$ cat src/rtl/dirpred_pkg.sv
package dirpred_pkg;

    typedef logic [1:0] ctr_t;

    localparam ctr_t CTR_WEAK_NT   = 2'b01;
    localparam ctr_t CHOOSE_WEAK_G = 2'b01;

    // saturating step: up=1 counts toward 3, up=0 toward 0
    function automatic ctr_t ctr_step(ctr_t c, logic up);
        if (up) return (c == 2'b11) ? c : ctr_t'(c + 2'd1);
        else    return (c == 2'b00) ? c : ctr_t'(c - 2'd1);
    endfunction

endpackage

$ cat src/rtl/dirpred_global.sv
module dirpred_global
    import dirpred_pkg::*;
#(
    parameter int HIST_W = 4
) (
    input  logic              clk,
    input  logic              rst_n,
    input  logic [HIST_W-1:0] lk_idx,
    output logic              lk_pred,
    input  logic              up_valid,
    input  logic [HIST_W-1:0] up_idx,
    input  logic              up_taken,
    output logic [HIST_W-1:0] hist_o
);
    localparam int N = 1 << HIST_W;

    typedef struct packed {
        logic [HIST_W-1:0]  hist;
        logic [N-1:0][1:0]  cnt;
    } gstate_t;

    localparam gstate_t RST = '{hist: '0, cnt: {N{CTR_WEAK_NT}}};

    gstate_t st_d, st_q;
    logic [HIST_W-1:0] rd_sel, wr_sel;

    assign rd_sel = st_q.hist ^ lk_idx;
    assign wr_sel = st_q.hist ^ up_idx;

    always_comb begin
        st_d = st_q;
        if (up_valid) begin
            st_d.cnt[wr_sel] = ctr_step(st_q.cnt[wr_sel], up_taken);
            st_d.hist        = {st_q.hist[HIST_W-2:0], up_taken};
        end
    end

    always_ff @(posedge clk) begin
        if (!rst_n) st_q <= RST;
        else        st_q <= st_d;
    end

    assign lk_pred = st_q.cnt[rd_sel][1];
    assign hist_o  = st_q.hist;
endmodule

$ cat src/rtl/dirpred_local.sv
module dirpred_local
    import dirpred_pkg::*;
#(
    parameter int HIST_W   = 4,
    parameter int LHT_BITS = 4
) (
    input  logic                clk,
    input  logic                rst_n,
    input  logic [LHT_BITS-1:0] lk_idx,
    output logic                lk_pred,
    input  logic                up_valid,
    input  logic [LHT_BITS-1:0] up_idx,
    input  logic                up_taken
);
    localparam int NH = 1 << LHT_BITS;
    localparam int NC = 1 << HIST_W;

    typedef struct packed {
        logic [NH-1:0][HIST_W-1:0] hist;
        logic [NC-1:0][1:0]        cnt;
    } lstate_t;

    localparam lstate_t RST = '{hist: '0, cnt: {NC{CTR_WEAK_NT}}};

    lstate_t st_d, st_q;
    logic [HIST_W-1:0] rd_hist, wr_hist;

    assign rd_hist = st_q.hist[lk_idx];
    assign wr_hist = st_q.hist[up_idx];

    always_comb begin
        st_d = st_q;
        if (up_valid) begin
            st_d.cnt[wr_hist]  = ctr_step(st_q.cnt[wr_hist], up_taken);
            st_d.hist[up_idx]  = {wr_hist[HIST_W-2:0], up_taken};
        end
    end

    always_ff @(posedge clk) begin
        if (!rst_n) st_q <= RST;
        else        st_q <= st_d;
    end

    assign lk_pred = st_q.cnt[rd_hist][1];
endmodule

$ cat src/rtl/dirpred_chooser.sv
module dirpred_chooser
    import dirpred_pkg::*;
#(
    parameter int CH_BITS = 4
) (
    input  logic               clk,
    input  logic               rst_n,
    input  logic [CH_BITS-1:0] lk_idx,
    output logic               lk_use_loc,
    input  logic               up_valid,
    input  logic [CH_BITS-1:0] up_idx,
    input  logic               up_taken,
    input  logic               up_glob_pred,
    input  logic               up_loc_pred
);
    localparam int N = 1 << CH_BITS;

    typedef struct packed {
        logic [N-1:0][1:0] sel;
    } cstate_t;

    localparam cstate_t RST = '{sel: {N{CHOOSE_WEAK_G}}};

    cstate_t st_d, st_q;
    logic g_ok, l_ok;

    assign g_ok = (up_glob_pred == up_taken);
    assign l_ok = (up_loc_pred  == up_taken);

    always_comb begin
        st_d = st_q;
        if (up_valid && (g_ok != l_ok)) begin
            // toward local when only local matched, toward global otherwise
            st_d.sel[up_idx] = ctr_step(st_q.sel[up_idx], l_ok);
        end
    end

    always_ff @(posedge clk) begin
        if (!rst_n) st_q <= RST;
        else        st_q <= st_d;
    end

    assign lk_use_loc = st_q.sel[lk_idx][1];
endmodule

$ cat src/rtl/tourney_dirpred.sv
module tourney_dirpred
    import dirpred_pkg::*;
#(
    parameter int PC_W     = 32,
    parameter int ALIGN    = 2,
    parameter int HIST_W   = 4,
    parameter int LHT_BITS = 4,
    parameter int CH_BITS  = 4
) (
    input  logic            clk,
    input  logic            rst_n,
    input  logic [PC_W-1:0] lk_pc,
    output logic            lk_taken,
    output logic            lk_glob_pred,
    output logic            lk_loc_pred,
    input  logic            up_valid,
    input  logic [PC_W-1:0] up_pc,
    input  logic            up_taken,
    input  logic            up_glob_pred,
    input  logic            up_loc_pred
);
    logic              use_loc;
    logic [HIST_W-1:0] ghist;
    logic              unused_pc_bits;

    assign unused_pc_bits = ^{lk_pc, up_pc};

    dirpred_global #(.HIST_W(HIST_W)) u_glob (
        .clk      (clk),
        .rst_n    (rst_n),
        .lk_idx   (lk_pc[ALIGN +: HIST_W]),
        .lk_pred  (lk_glob_pred),
        .up_valid (up_valid),
        .up_idx   (up_pc[ALIGN +: HIST_W]),
        .up_taken (up_taken),
        .hist_o   (ghist)
    );

    dirpred_local #(.HIST_W(HIST_W), .LHT_BITS(LHT_BITS)) u_loc (
        .clk      (clk),
        .rst_n    (rst_n),
        .lk_idx   (lk_pc[ALIGN +: LHT_BITS]),
        .lk_pred  (lk_loc_pred),
        .up_valid (up_valid),
        .up_idx   (up_pc[ALIGN +: LHT_BITS]),
        .up_taken (up_taken)
    );

    dirpred_chooser #(.CH_BITS(CH_BITS)) u_choose (
        .clk          (clk),
        .rst_n        (rst_n),
        .lk_idx       (lk_pc[ALIGN +: CH_BITS]),
        .lk_use_loc   (use_loc),
        .up_valid     (up_valid),
        .up_idx       (up_pc[ALIGN +: CH_BITS]),
        .up_taken     (up_taken),
        .up_glob_pred (up_glob_pred),
        .up_loc_pred  (up_loc_pred)
    );

    assign lk_taken = use_loc ? lk_loc_pred : lk_glob_pred;
endmodule

$ cat config.mk
export PLATFORM = sky130hd
export DESIGN_NAME = tourney_dirpred
export DESIGN_NICKNAME = d
export VERILOG_FILES = /design/src/rtl/dirpred_pkg.sv /design/src/rtl/dirpred_global.sv /design/src/rtl/dirpred_local.sv /design/src/rtl/dirpred_chooser.sv /design/src/rtl/tourney_dirpred.sv
export SDC_FILE = /design/constraint.sdc
export NUM_CORES = 1
export LEC_CHECK = 0
export BUFFER_PORTS_ARGS = -buffer_cell sky130_fd_sc_hd__buf_2
export CORE_UTILIZATION = 32
export CTS_CLUSTER_DIAMETER = 80
export CTS_CLUSTER_SIZE = 28
export DETAILED_ROUTE_END_ITERATION = 12
export SKIP_LAST_GASP = 1
export SYNTH_ARGS = -nofsm -noshare
export SYNTH_HDL_FRONTEND = slang
export SYNTH_SLANG_ARGS = --single-unit
export TNS_END_PERCENT = 30
$ cat constraint.sdc
create_clock -name clk -period 4 [get_ports clk]
set_input_delay 0.8 -clock clk [delete_from_list [all_inputs] [get_ports clk]]
set_output_delay 0.8 -clock clk [all_outputs]
set_load 0.01 [all_outputs]
# Word-level counts from Yosys, hierarchy flattened
# Cells that the tools add are included.
classes:
  order_cmp: 9
  reduce_logical: 7
  mux: 41
  eq_ne: 6
  add_sub_neg: 6
  bitwise_logic: 2
ops:
  columns: ["op", "count"]
  rows:
  - ["$bwmux 32", 3]
  - ["$bwmux 64", 1]
  - ["$bmux 2 s4", 6]
  - ["$mux 2", 21]
  - ["$bmux 4 s4", 2]
  - ["$lt 4x5->1 const B", 6]
  - ["$demux 2 s4", 3]
  - ["$demux 4 s4", 1]
  - ["$ge 4x1->1 const B", 3]
  - ["$mux 4", 3]
  - ["$xor 4x4->4", 2]
  - ["$add 2x1->2 const B", 3]
  - ["$eq 2x2->1 const B", 3]
  - ["$logic_not 2->1", 3]
  - ["$sub 2x1->2 const B", 3]
  - ["$logic_and 1x1->1", 4]
  - ["$eq 1x1->1", 2]
  - ["$mux 1", 1]
  - ["$ne 1x1->1", 1]
word_totals:
  out_inout_bits: 3
  ff_bits: 164
  word_cells: 136
  input_bits: 70

# Depth between registers and ports, before layout
logic_depth:
  depth_word: 9
  mapped_depth: 12
  ltp_nobuf: 8

# Cells and area by module
# From an unflattened synthesis, not the netlist that was laid out.
hier_totals:
  cells_unflattened: 898
  area_unflattened_um2: 8755.9
by_module_without_submodules:
  columns: ["mod", "seq_area_each_um2", "instances", "area_per_inst_um2", "cells_each"]
  rows:
  - ["dirpred_local", 1921.8, 1, 5002.3, 509]
  - ["dirpred_global", 720.7, 1, 2003.2, 215]
  - ["dirpred_chooser", 640.6, 1, 1735.4, 173]
  - ["tourney_dirpred", 0.0, 1, 15.0, 1]

# Least setup slack after synthesis
# OpenSTA, ideal clock, no wires.
synth_timing:
  path_type: "input-to-output"
  start: "in lk_pc[2]"
  end: "out lk_taken"
  path_slack_ps: -119
  n_path_buf: 2
  stages: 10
  arrival_time_ps: 3319
  cell_sequence: "buf_2 > mux4_2 > mux4_2 > clkbuf_1 > mux2i_1 > mux2_2 > nand2_1 > o21ai_0 > a21oi_1 > mux2_2"
synth_between:
  elab_chain_len: 5
  word_cells_on_any_way: 10
  cone_classes: "mux: 9; bitwise: 1"
synth_lines:
  columns: ["item", "line", "rtl"]
  rows:
  - ["start, declared", "tourney_dirpred.sv:12", "input logic [PC_W-1:0] lk_pc,"]
  - ["$bmux 4 s4", "dirpred_local.sv:28", "assign rd_hist = st_q.hist[lk_idx];"]
  - ["$mux 4 (implied by the code)", "dirpred_local.sv:28", null]
  - ["$bmux 2 s4", "dirpred_local.sv:44", "assign lk_pred = st_q.cnt[rd_hist][1];"]
  - ["$mux 2 (implied by the code)", "dirpred_local.sv:44", null]
  - ["net lk_loc_pred", "tourney_dirpred.sv:15", "output logic lk_loc_pred,"]
  - ["$mux 1", "tourney_dirpred.sv:61", "assign lk_taken = use_loc ? lk_loc_pred : lk_glob_pred;"]
  - ["end, declared", "tourney_dirpred.sv:13", "output logic lk_taken,"]
# The timed path passes the listed nets, and every way through them passes these cells. The select of a mux whose other input is x is not followed.

# Worst setup path after layout
layout_timing:
  start: "in lk_pc[2]"
  end: "out lk_loc_pred"
layout_between:
  elab_chain_len: 4
layout_lines:
  columns: ["item", "line"]
  rows:
  - ["$bmux 4 s4", "dirpred_local.sv:28"]
  - ["$mux 4 (implied by the code)", "dirpred_local.sv:28"]
  - ["$bmux 2 s4", "dirpred_local.sv:44"]
  - ["$mux 2 (implied by the code)", "dirpred_local.sv:44"]
  - ["end, declared", "tourney_dirpred.sv:15"]
# No other way between the ends. The select of a mux whose other input is x is not followed.

==> out/metrics.cfg <==
[timing]
hold_violations=0
drv_slew=0
finalSetupViolations=0
setup_ws_ns=0.00792
fin_crit_sh=0.998
maxSlewHeadroom=0.381
clock.fmax_ghz=0.250
worst_slew_pin_slew_ns=0.920
rsz0062_at_grt=yes
fin_hold_ws_ns=0.471
fin_skew_ns=0.00793
finalCriticalPeriod_ns=3.99

[grt]
grt_pass1_vias=6514
grt_usage=0.174
antenna_found_initial=0
grt_remaining_overflow=0
grt_pass1_wl_um=35700
grt_max_degree=67

[critical_path]
rr_startpoint=u_loc.st_q[73]$_SDFFE_PN0P_
slowest_stage=mux4_2
crit_path_max_incr_delay_ns=0.60
critPathRequiredTime_ns=3.20
worstPathMaxFanout=7
path_class=in2out
cp.arrival_ns=3.19
cp.buffers_inverters=4
cp-start-kind=input pin
crit_chain=buf_12, mux4_2, mux4_2, nor2b_1, a211oi_2, a211oi_2, a211oi_2, a21oi_2, buf_4, buf_4, buf_6
worst_path_most_repeated_cell=a211oi_2
end_kind=primary output
critPathTopFamily=multiplexers
crit_start=lk_pc[2]

[place]
port_buffers=16
dp_cells=1217
dp_hpwl_um=15200
place_ws_ns=-0.278
place_congestion=0.813

[cells_and_area]
n_antenna_cell=0
fillers=2517
areaGrowthSynthToFinish_pct=15.5
final_nets=979
regArea_mm2=0.00328
finish.utilization=0.381
final_cells=1252
multi_input_area_mm2=0.00484
layout-drive-gt1-share=0.201

[yosys]
yosysTopAreaCell=dfxtp_1
ys.flop_type=dfxtp_1
yosysWarnings=0
syn-num-nets=978
ys_seq_area_frac=0.390
synth_top_area_share=0.390
ys_async_sr_fraction=0
synth.area.top_cells=dfxtp_1 (39%), mux4_2 (20%), nand2_1 (6.2%)
syn_inst=908
syn_area_mm2=0.00841
synth_edf_count=0
ys_ff_latch=164
synthDistinctLibCells=42
syn_area_per_cell_um2=9.26

[floorplanning]
core_mm2=0.0255
die_area_mm2=0.0269
fp.dieH_um=164
die_width_um=164
start_util=0.330
rows=58
io_pins=73

[route]
postRouteAntennaNets=0
drcViolationCount=0
wire_per_inst_um=18.1
dr_total_vias=6934
drtPass1Iterations=4
via_per_inst=5.54
drt-total-wl_um=22600
drt_iter0_drc=520

[pwr]
total_power_mw=3.83
power_density_mw_per_mm2=394
peakVddDrop_mv=0.408
leakagePower_nw=3.21

[clock_network]
cts_buffer_depth=2
worstSkewPairLatency_ns=0.43
cts_buffers=17
root_buffer=clkbuf_16
cts_htree_levels=4
cts_tree=done
clkTransAtPathRegs_ns=0.06
cts_sinks=164
cts-hold-fix-buffers=0

[worst_hold_path]
worstHoldPathType=reg2reg
min-delay-start=u_loc.st_q[2]$_SDFFE_PN1P_

[flow_run]
max_cap_violations=0

[outcome]
status=complete, no violations

==> final cells by class <==
cell class              count  area share
well taps                 330      0.0425
inverters                   7     0.00283
clock buffers              19      0.0466
multi-input cells         659       0.498
clock inverters            13      0.0187
flip-flops and latches    164       0.338
repair buffers             60      0.0532
==> cells by family (layout without fill, tap and decap cells) <==
| logic type | after synthesis | count (layout) | share of synthesized area |
|---|---|---|---|
| AND/OR/NAND/NOR | 317 | 317 | 0.158 |
| AO/OA/AOI/OAI | 214 | 214 | 0.151 |
| flip-flops | 164 | 164 | 0.390 |
| multiplexers | 107 | 108 | 0.236 |
| buffers and inverters | 86 | 99 | 0.0415 |
| XOR/XNOR | 14 | 14 | 0.0155 |
| adder cells (fa/ha/maj) | 6 | 6 | 0.00744 |
==> synth_stat cells, drive strengths merged, types with 2 or more instances <==
cell type and n:
and2 2, a21oi 79, mux2 2, nor3 7
nor4 4, and3 2, mux4 73, o211ai 9
o22ai 4, xor2 9, or3 2, a22o 2
mux2i 32, xnor2 5, inv 7, nand3 43
nand2 140, nor2b 6, nor2 100, and4 2
nand2b 6, dfxtp 164, a211oi 35, o21ai 67
maj3 6, clkbuf 60, buf 19, or2 2
a311oi 12, a22oi 2
==> final timing paths <==
| path | slack (ns) | depth (start not counted) | to |
|---|---|---|---|
| setup reg to reg | 0.88 | 7 | u_loc.st_q[13]$_SDFFE_PN0P_ |
| setup / recovery | 0.008 | 11 | lk_loc_pred |
| hold / removal | 0.47 | 2 | u_loc.st_q[2]$_SDFFE_PN1P_ |
| hold reg to reg | 0.47 | 2 | u_loc.st_q[2]$_SDFFE_PN1P_ |
==> state kept, by name, summed over array words and instances (netlist names) <==
name	cells
u_loc.st_q	96
u_glob.hist_o	4
u_glob.st_q	32
u_choose.st_q	32
==> report_power, final <==
group,total [mW],internal [mW],switching (mW),leakage [nW]
logic,0.389,0.146,0.243,1.58
registers,1.67,1.66,0.0160,1.33
clock network,1.76,1.07,0.690,0.297
==> per-layer routing <==
layer	vias up	global-route usage	wire length (um)	part of all wire
met2	169	0.268	10400	0.46
li1	3323	-	-	-
met5	-	0	0	0
met3	31	0.0311	1030	0.045
met4	0	0.0577	385	0.017
met1	3411	0.244	10800	0.48
==> cells in the final DEF, fill, tap and decap left out, types with 13 or more instances in the layout <==
cell type / synthesis / routed
a211oi_1: 35 / 31
buf_4: 2 / 37
mux2i_1: 32 / 31
nor2_1: 100 / 100
nand2_1: 140 / 140
mux4_2: 73 / 74
dfxtp_1: 164 / 164
clkbuf_16: 0 / 17
a21oi_1: 79 / 77
nand3_1: 43 / 43
o21ai_0: 60 / 59
buf_2: 9 / 13
==> per-stage QoR <==
stage | cell area, um^2 | TNS (ns)
floorplan | 8420 | 0
global placement | 8980 | -0.425
detailed placement | 8980 | -0.405
CTS | 9690 | -0.000384
global route | 9710 | -0.180
finish | 9710 | 0
==> worst register-to-register path, cell delays in order, from the launching register on <==
cell and delay, ns:
dfxtp_1 0.33, mux4_2 0.48, mux4_2 0.70, mux4_2 0.45, nand2_1 0.07, and4_1 0.22
maj3_2 0.45, a311oi_1 0.32
==> timing repair <==
action	in CTS	in global routing
gates resized for setup	11	5
endpoints found under the setup margin	2	2
cloned	1	0
pin swaps	1	4
buffers inserted	2	0
No activity file was read; power rests on OpenSTA's default activity.
